===== src/rtl/npoll_pkg.sv =====
package npoll_pkg;

  typedef enum logic [1:0] {
    RES_NONE = 2'b00,
    RES_OK   = 2'b01,
    RES_ERR  = 2'b10,
    RES_TMO  = 2'b11
  } npoll_res_e;

  typedef enum logic [2:0] {
    PS_IDLE,
    PS_A1,
    PS_B1,
    PS_A2,
    PS_B2,
    PS_DONE
  } npoll_state_e;

  typedef enum logic [1:0] {
    ACT_OK,
    ACT_ERR,
    ACT_CONFIRM,
    ACT_RETRY
  } npoll_act_e;

  // Verdict on one completed pair of reads.
  function automatic npoll_act_e judge_pair(input logic tog_a, input logic tog_b,
                                            input logic lim_a, input logic confirming);
    if (tog_a == tog_b)  return ACT_OK;
    if (!lim_a)          return ACT_RETRY;
    if (confirming)      return ACT_ERR;
    return ACT_CONFIRM;
  endfunction

  // Saturating increment of the elapsed counter.
  function automatic logic [63:0] sat_inc(input logic [63:0] v, input logic [63:0] maxv);
    return (v >= maxv) ? maxv : v + 64'd1;
  endfunction

endpackage


===== src/rtl/npoll_timer.sv =====
module npoll_timer #(
  parameter int TW = 16
) (
  input  logic          clk,
  input  logic          rst_n,
  input  logic          go,
  input  logic [TW-1:0] limit_i,
  input  logic          run,
  output logic          expired
);
  import npoll_pkg::*;

  localparam logic [63:0] CNT_MAX = (64'd1 << TW) - 64'd1;

  logic [TW-1:0] cnt_q;
  logic [TW-1:0] limit_q;
  logic [63:0]   cnt_next;

  assign cnt_next = sat_inc(64'(cnt_q), CNT_MAX);

  always_ff @(posedge clk or negedge rst_n) begin
    if (!rst_n) begin
      cnt_q   <= '0;
      limit_q <= '0;
    end else if (go) begin
      cnt_q   <= '0;
      limit_q <= limit_i;
    end else if (run) begin
      cnt_q   <= cnt_next[TW-1:0];
    end
  end

  assign expired = run && (cnt_q >= limit_q);

endmodule


===== src/rtl/npoll_reader.sv =====
module npoll_reader #(
  parameter int AW      = 24,
  parameter int DW      = 16,
  parameter int TOG_BIT = 6,
  parameter int LIM_BIT = 5
) (
  input  logic          clk,
  input  logic          rst_n,
  input  logic          go,
  input  logic [AW-1:0] addr_i,
  input  logic          read_en,
  input  logic          first_slot,
  input  logic          rd_valid_i,
  input  logic [DW-1:0] rd_data_i,
  output logic          rd_req_o,
  output logic [AW-1:0] rd_addr_o,
  output logic          fire,
  output logic          hold_tog,
  output logic          hold_lim,
  output logic          cur_tog
);

  logic [AW-1:0] addr_q;
  logic          unused_data_bits;

  assign unused_data_bits = ^rd_data_i;

  assign rd_req_o  = read_en;
  assign rd_addr_o = addr_q;
  assign fire      = read_en && rd_valid_i;
  assign cur_tog   = rd_data_i[TOG_BIT];

  always_ff @(posedge clk or negedge rst_n) begin
    if (!rst_n) begin
      addr_q   <= '0;
      hold_tog <= 1'b0;
      hold_lim <= 1'b0;
    end else begin
      if (go) addr_q <= addr_i;
      if (fire && first_slot) begin
        hold_tog <= rd_data_i[TOG_BIT];
        hold_lim <= rd_data_i[LIM_BIT];
      end
    end
  end

endmodule


===== src/rtl/npoll_seq.sv =====
module npoll_seq (
  input  logic       clk,
  input  logic       rst_n,
  input  logic       go,
  input  logic       fire,
  input  logic       hold_tog,
  input  logic       hold_lim,
  input  logic       cur_tog,
  input  logic       expired,
  output logic       read_en,
  output logic       first_slot,
  output logic       busy,
  output logic       done,
  output logic       decide_ok,
  output logic       decide_err,
  output logic [1:0] result
);
  import npoll_pkg::*;

  npoll_state_e st_q, st_d;
  npoll_res_e   res_q, res_d;
  npoll_act_e   act;
  logic         pair_end;
  logic         confirming;

  assign busy       = (st_q == PS_A1) || (st_q == PS_B1) || (st_q == PS_A2) || (st_q == PS_B2);
  assign done       = (st_q == PS_DONE);
  assign read_en    = busy;
  assign first_slot = (st_q == PS_A1) || (st_q == PS_A2);
  assign confirming = (st_q == PS_B2);
  assign pair_end   = fire && ((st_q == PS_B1) || (st_q == PS_B2));
  assign act        = judge_pair(hold_tog, cur_tog, hold_lim, confirming);
  assign decide_ok  = pair_end && (act == ACT_OK);
  assign decide_err = pair_end && (act == ACT_ERR);
  assign result     = res_q;

  always_comb begin
    st_d  = st_q;
    res_d = res_q;
    unique case (st_q)
      PS_IDLE, PS_DONE: begin
        if (go) begin
          st_d  = PS_A1;
          res_d = RES_NONE;
        end
      end
      PS_A1: if (fire) st_d = PS_B1;
      PS_A2: if (fire) st_d = PS_B2;
      PS_B1, PS_B2: begin
        if (pair_end) begin
          unique case (act)
            ACT_OK:      st_d = PS_DONE;
            ACT_ERR:     st_d = PS_DONE;
            ACT_CONFIRM: st_d = PS_A2;
            ACT_RETRY:   st_d = PS_A1;
          endcase
        end
      end
      default: st_d = PS_IDLE;
    endcase
    if (decide_ok) begin
      res_d = RES_OK;
    end else if (decide_err) begin
      res_d = RES_ERR;
    end else if (expired) begin
      st_d  = PS_DONE;
      res_d = RES_TMO;
    end
  end

  always_ff @(posedge clk or negedge rst_n) begin
    if (!rst_n) begin
      st_q  <= PS_IDLE;
      res_q <= RES_NONE;
    end else begin
      st_q  <= st_d;
      res_q <= res_d;
    end
  end

endmodule


===== src/rtl/nor_done_poller.sv =====
module nor_done_poller #(
  parameter int AW      = 24,
  parameter int DW      = 16,
  parameter int TW      = 16,
  parameter int TOG_BIT = 6,
  parameter int LIM_BIT = 5
) (
  input  logic          clk,
  input  logic          rst_n,
  input  logic          start_i,
  input  logic [AW-1:0] addr_i,
  input  logic [TW-1:0] limit_i,
  output logic          rd_req_o,
  output logic [AW-1:0] rd_addr_o,
  input  logic          rd_valid_i,
  input  logic [DW-1:0] rd_data_i,
  output logic          busy_o,
  output logic          done_o,
  output logic [1:0]    result_o
);

  logic go;
  logic read_en;
  logic first_slot;
  logic fire;
  logic hold_tog;
  logic hold_lim;
  logic cur_tog;
  logic expired;
  logic decide_ok;
  logic decide_err;

  assign go = start_i && !busy_o;

  npoll_reader #(.AW(AW), .DW(DW), .TOG_BIT(TOG_BIT), .LIM_BIT(LIM_BIT)) u_reader (
    .clk(clk), .rst_n(rst_n), .go(go), .addr_i(addr_i),
    .read_en(read_en), .first_slot(first_slot),
    .rd_valid_i(rd_valid_i), .rd_data_i(rd_data_i),
    .rd_req_o(rd_req_o), .rd_addr_o(rd_addr_o), .fire(fire),
    .hold_tog(hold_tog), .hold_lim(hold_lim), .cur_tog(cur_tog)
  );

  npoll_timer #(.TW(TW)) u_timer (
    .clk(clk), .rst_n(rst_n), .go(go), .limit_i(limit_i),
    .run(busy_o), .expired(expired)
  );

  npoll_seq u_seq (
    .clk(clk), .rst_n(rst_n), .go(go), .fire(fire),
    .hold_tog(hold_tog), .hold_lim(hold_lim), .cur_tog(cur_tog),
    .expired(expired), .read_en(read_en), .first_slot(first_slot),
    .busy(busy_o), .done(done_o), .decide_ok(decide_ok),
    .decide_err(decide_err), .result(result_o)
  );

endmodule


===== config.mk =====
export PLATFORM = sky130hd
export DESIGN_NAME = nor_done_poller
export DESIGN_NICKNAME = d
export VERILOG_FILES = /design/src/rtl/npoll_pkg.sv /design/src/rtl/npoll_timer.sv /design/src/rtl/npoll_reader.sv /design/src/rtl/npoll_seq.sv /design/src/rtl/nor_done_poller.sv
export SDC_FILE = /design/constraint.sdc
export NUM_CORES = 1
export LEC_CHECK = 0
export BUFFER_PORTS_ARGS = -buffer_cell sky130_fd_sc_hd__buf_2
export CORE_UTILIZATION = 56
export DETAILED_ROUTE_END_ITERATION = 16
export GPL_ROUTABILITY_DRIVEN = 1
export PLACE_DENSITY_LB_ADDON = 0.08
export SYNTH_ARGS = -nofsm -noshare
export SYNTH_HDL_FRONTEND = slang
export SYNTH_SLANG_ARGS = --single-unit

===== constraint.sdc =====
create_clock -name clk -period 4.45 [get_ports clk]
set_input_delay 0.89 -clock clk [delete_from_list [all_inputs] [get_ports clk]]
set_output_delay 0.89 -clock clk [all_outputs]
set_load 0.005 [all_outputs]

==> results by group <==
Status
  – Status: complete, no violations

Die
  – Die Y-Extent: 78.1 um
  – IO Pins: 89
  – Die X: 78.1 um
  – Row count: 27
  – Initial Util: 58.5%
  – Die ar.: 0.00610 mm2
  – Core footprint: 0.00554 mm2

Place
  – PortBufs: 74
  – HPWL Detailed: 4810 um
  – Cell Area, Placed: 0.00360 mm2
  – Final Wtd Congestion: 0.826
  – Worst slack, placed: 1.90 ns

Clock network
  – Number of CTS-inserted buffers: 9
  – Root Driver: clkbuf_8
  – Clock latency on the worst-skew pair: 0.33 ns
  – Clk sinks: 63
  – Reg clk slew, reported paths: 0.07 ns
  – Max clock buf depth: 2
  – Postcts setup bufs: 0
  – CTS Hold Buffers Added: 0
  – TritonCTS clock tree: built
  – Resize count post-CTS: 0
  – H-tree levels: 3

Job
  – Max-cap violations: 0

Global route
  – Initial antenna violation count: 0
  – Grt total ovfl: 0
  – Largest net degree at the start of global routing: 60
  – Gr usage total: 24.3%
  – First-pass GRT wire length: 11,500 um
  – Number of global-route vias before repair: 2,495

Synth
  – Post-Syn Nets: 436
  – Synth top area cells: dfrtp_1 49%, nand2_1 13%, ha_1 6.6%, o21ai_0 4.9%, inv_1 2.2%
  – Synth Register Bits: 63
  – Post-Syn Instances: 359
  – Avg Inst Size Synth: 9.03 um2
  – Cell Area, Synth: 0.00324 mm2
  – Post-synth EDFFs: 0
  – Async SR Flop Fraction: 100%
  – Most common cell in the netlist: nand2_1
  – Dominant cell type by area after synthesis: dfrtp_1
  – Synth warn: 0
  – Unique masters post-synth: 46
  – Ys flop type: dfrtp_1
  – Most frequent cells after synthesis: 108 x nand2_1, 63 x dfrtp_1, 32 x o21ai_0
  – Seq/Total Area, Yosys: 48.6%
  – Synth top area share: 48.6%

Detailed routing
  – Via density: 5.28
  – Drt drc: 0
  – DR WL met3: 379 um
  – Vias: 2,662
  – Iteration-0 DRC Markers: 130
  – WL final: 6760 um
  – First drt pass iteration count: 5
  – Met1 Wirelength: 3150 um
  – Metal2 WL: 3090 um
  – DRT antenna net count: 0
  – Uppermost routed layer: met4
  – Wire per inst: 13.4 um

Pwr
  – Power Density: 614 mW/mm2
  – LEAKAGE: 0.00196 uW
  – Max VDD drop: 0.000368 V

Setup path
  – Critical Path Start Type: register
  – CP top delay family: simple AND/OR/NAND/NOR gates
  – Slowest stage delay, CP: 0.51 ns
  – Crit Path Max Fanout: 21
  – Arrival time at the worst endpoint: 1.96 ns
  – Req. time, crit path: 3.56 ns
  – Buffers & Inverters on Critical Path: 2
  – Crit-path cells: or3_4 > nand2_2 > inv_4 > buf_2
  – CP Capture Type: output pin
  – Critical Path Slowest Stage Cell: dfrtp_1
  – Setup CP Type: register to output pin

Worst hold path
  – Worst Hold Class: register to register

STA
  – Skew final: 0.00919 ns
  – Final Hold Viols: 0
  – Total negative setup slack: 0 ns
  – Final worst-path cycle share: 64.0%
  – RSZ-0062 raised after global routing: no
  – Normalized max-slew margin: 35.8%
  – Crit path time final: 2.85 ns
  – # setup viols final: 0
  – Worst Max-Slew Pin Slew: 0.963 ns
  – Final Slew Violations: 0
  – PnR worst setup slack: 1.60 ns
  – Max Freq: 0.351 GHz

Final layout
  – Area grow syn2layout: 16.6%
  – Footprint of the multi-input gates: 0.00148 mm2
  – # nets final: 505
  – Sequential cell area: 0.00158 mm2
  – Layout cells sized above 1: 22.7%
  – Final Cell Area: 0.00378 mm2
  – Diodes inserted: 0
  – # fillers: 465
cell usage in the layout, fill, tap and decap left out, types with 2 or more instances in the layout:
master / count
dfrtp_1: 63
a21oi_1: 9
o21ai_0: 32
and3_1: 6
clkbuf_8: 12
nand3_1: 10
mux2_2: 2
inv_1: 19
a31oi_1: 3
nor4_1: 3
clkinv_2: 2
and4_1: 2
mux2i_1: 2
buf_2: 74
o211ai_1: 7
ha_1: 17
o21a_1: 2
a21o_1: 3
nand2b_1: 2
and2_1: 4
o311ai_0: 4
nor3_1: 4
o2111ai_1: 2
xnor2_1: 3
a211o_1: 2
nor2_1: 10
nor3b_1: 3
nand2_1: 108
nand4_1: 3
flip-flops by register name, summed over array words and instances, names as in the netlist:
register / flops
u_seq.st_q: 3
u_timer.cnt_q: 16
u_reader.hold_lim: 1
u_seq.result: 2
u_reader.hold_tog: 1
u_timer.limit_q: 16
u_reader.rd_addr_o: 24
power by group:
group	switching [uW]	leakage, uW	internal [uW]	total (uW)
Clock	213	0.0000942	243	456
Combinational	558	0.00107	376	933
Sequential	137	0.000802	794	931
Total	907	0.00196	1410	2320
layout make-up:
| class | instances | share of cell area, % |
|---|---|---|
| clock buffers | 12 | 4.37 |
| flip-flops and latches | 63 | 41.7 |
| clock inverters | 3 | 0.463 |
| inverters | 20 | 2.05 |
| well taps | 72 | 2.38 |
| multi-input cells | 259 | 39.0 |
| repair buffers | 75 | 10.0 |
cell families after synthesis:
family                   after synthesis  synth area share [%]
AND/OR/NAND/NOR                      165                  23.3
multiplexers                           4                  1.31
XOR/XNOR                               3                 0.810
AO/OA/AOI/OAI                         70                  13.5
adder cells (fa/ha/maj)               17                  6.56
buffers and inverters                 37                  5.94
flip-flops                            63                  48.6
path summary, 6_finish.rpt:
check / start / endpoint / slack, ns / cells past startpoint
setup / recovery: u_seq.st_q[0]$_DFF_PN0_ / busy_o / 1.60 / 4
hold / removal: u_reader.rd_addr_o[18]$_DFFE_PN0P_ / u_reader.rd_addr_o[18]$_DFFE_PN0P_ / 0.47 / 2
setup reg to reg: u_seq.st_q[0]$_DFF_PN0_ / u_timer.limit_q[3]$_DFFE_PN0P_ / 1.87 / 4
hold reg to reg: u_reader.rd_addr_o[18]$_DFFE_PN0P_ / u_reader.rd_addr_o[18]$_DFFE_PN0P_ / 0.47 / 2
max in group asynchronous: rst_n / u_timer.limit_q[14]$_DFFE_PN0P_ / 2.94 / 2
min in group asynchronous: rst_n / u_timer.cnt_q[6]$_DFFE_PN0P_ / 0.65 / 1
per-layer routing:
metal,track usage [%],up-vias
li1,-,1366
met1,32.8,1207
met2,38.3,74
met3,4.77,15
met4,10.2,0
met5,0,-
metrics by stage:
stage	utilization (%)	instances	total power (uW)	hold WS (ns)
final	68.2	504	2320	0.471
after global routing	68.2	504	2530	0.494
after floorplan	-	359	1650	0.452
after global placement	64.9	489	1840	0.453
after detailed placement	64.9	489	1880	0.457
after CTS	68.2	504	2340	0.474
tightest hold or removal path: cells and delay by family, from the launching register on:
kind	cells	cell delay [ns]
flops	1	0.34
simple gates	2	0.10
(Power assumes the default switching activity.)
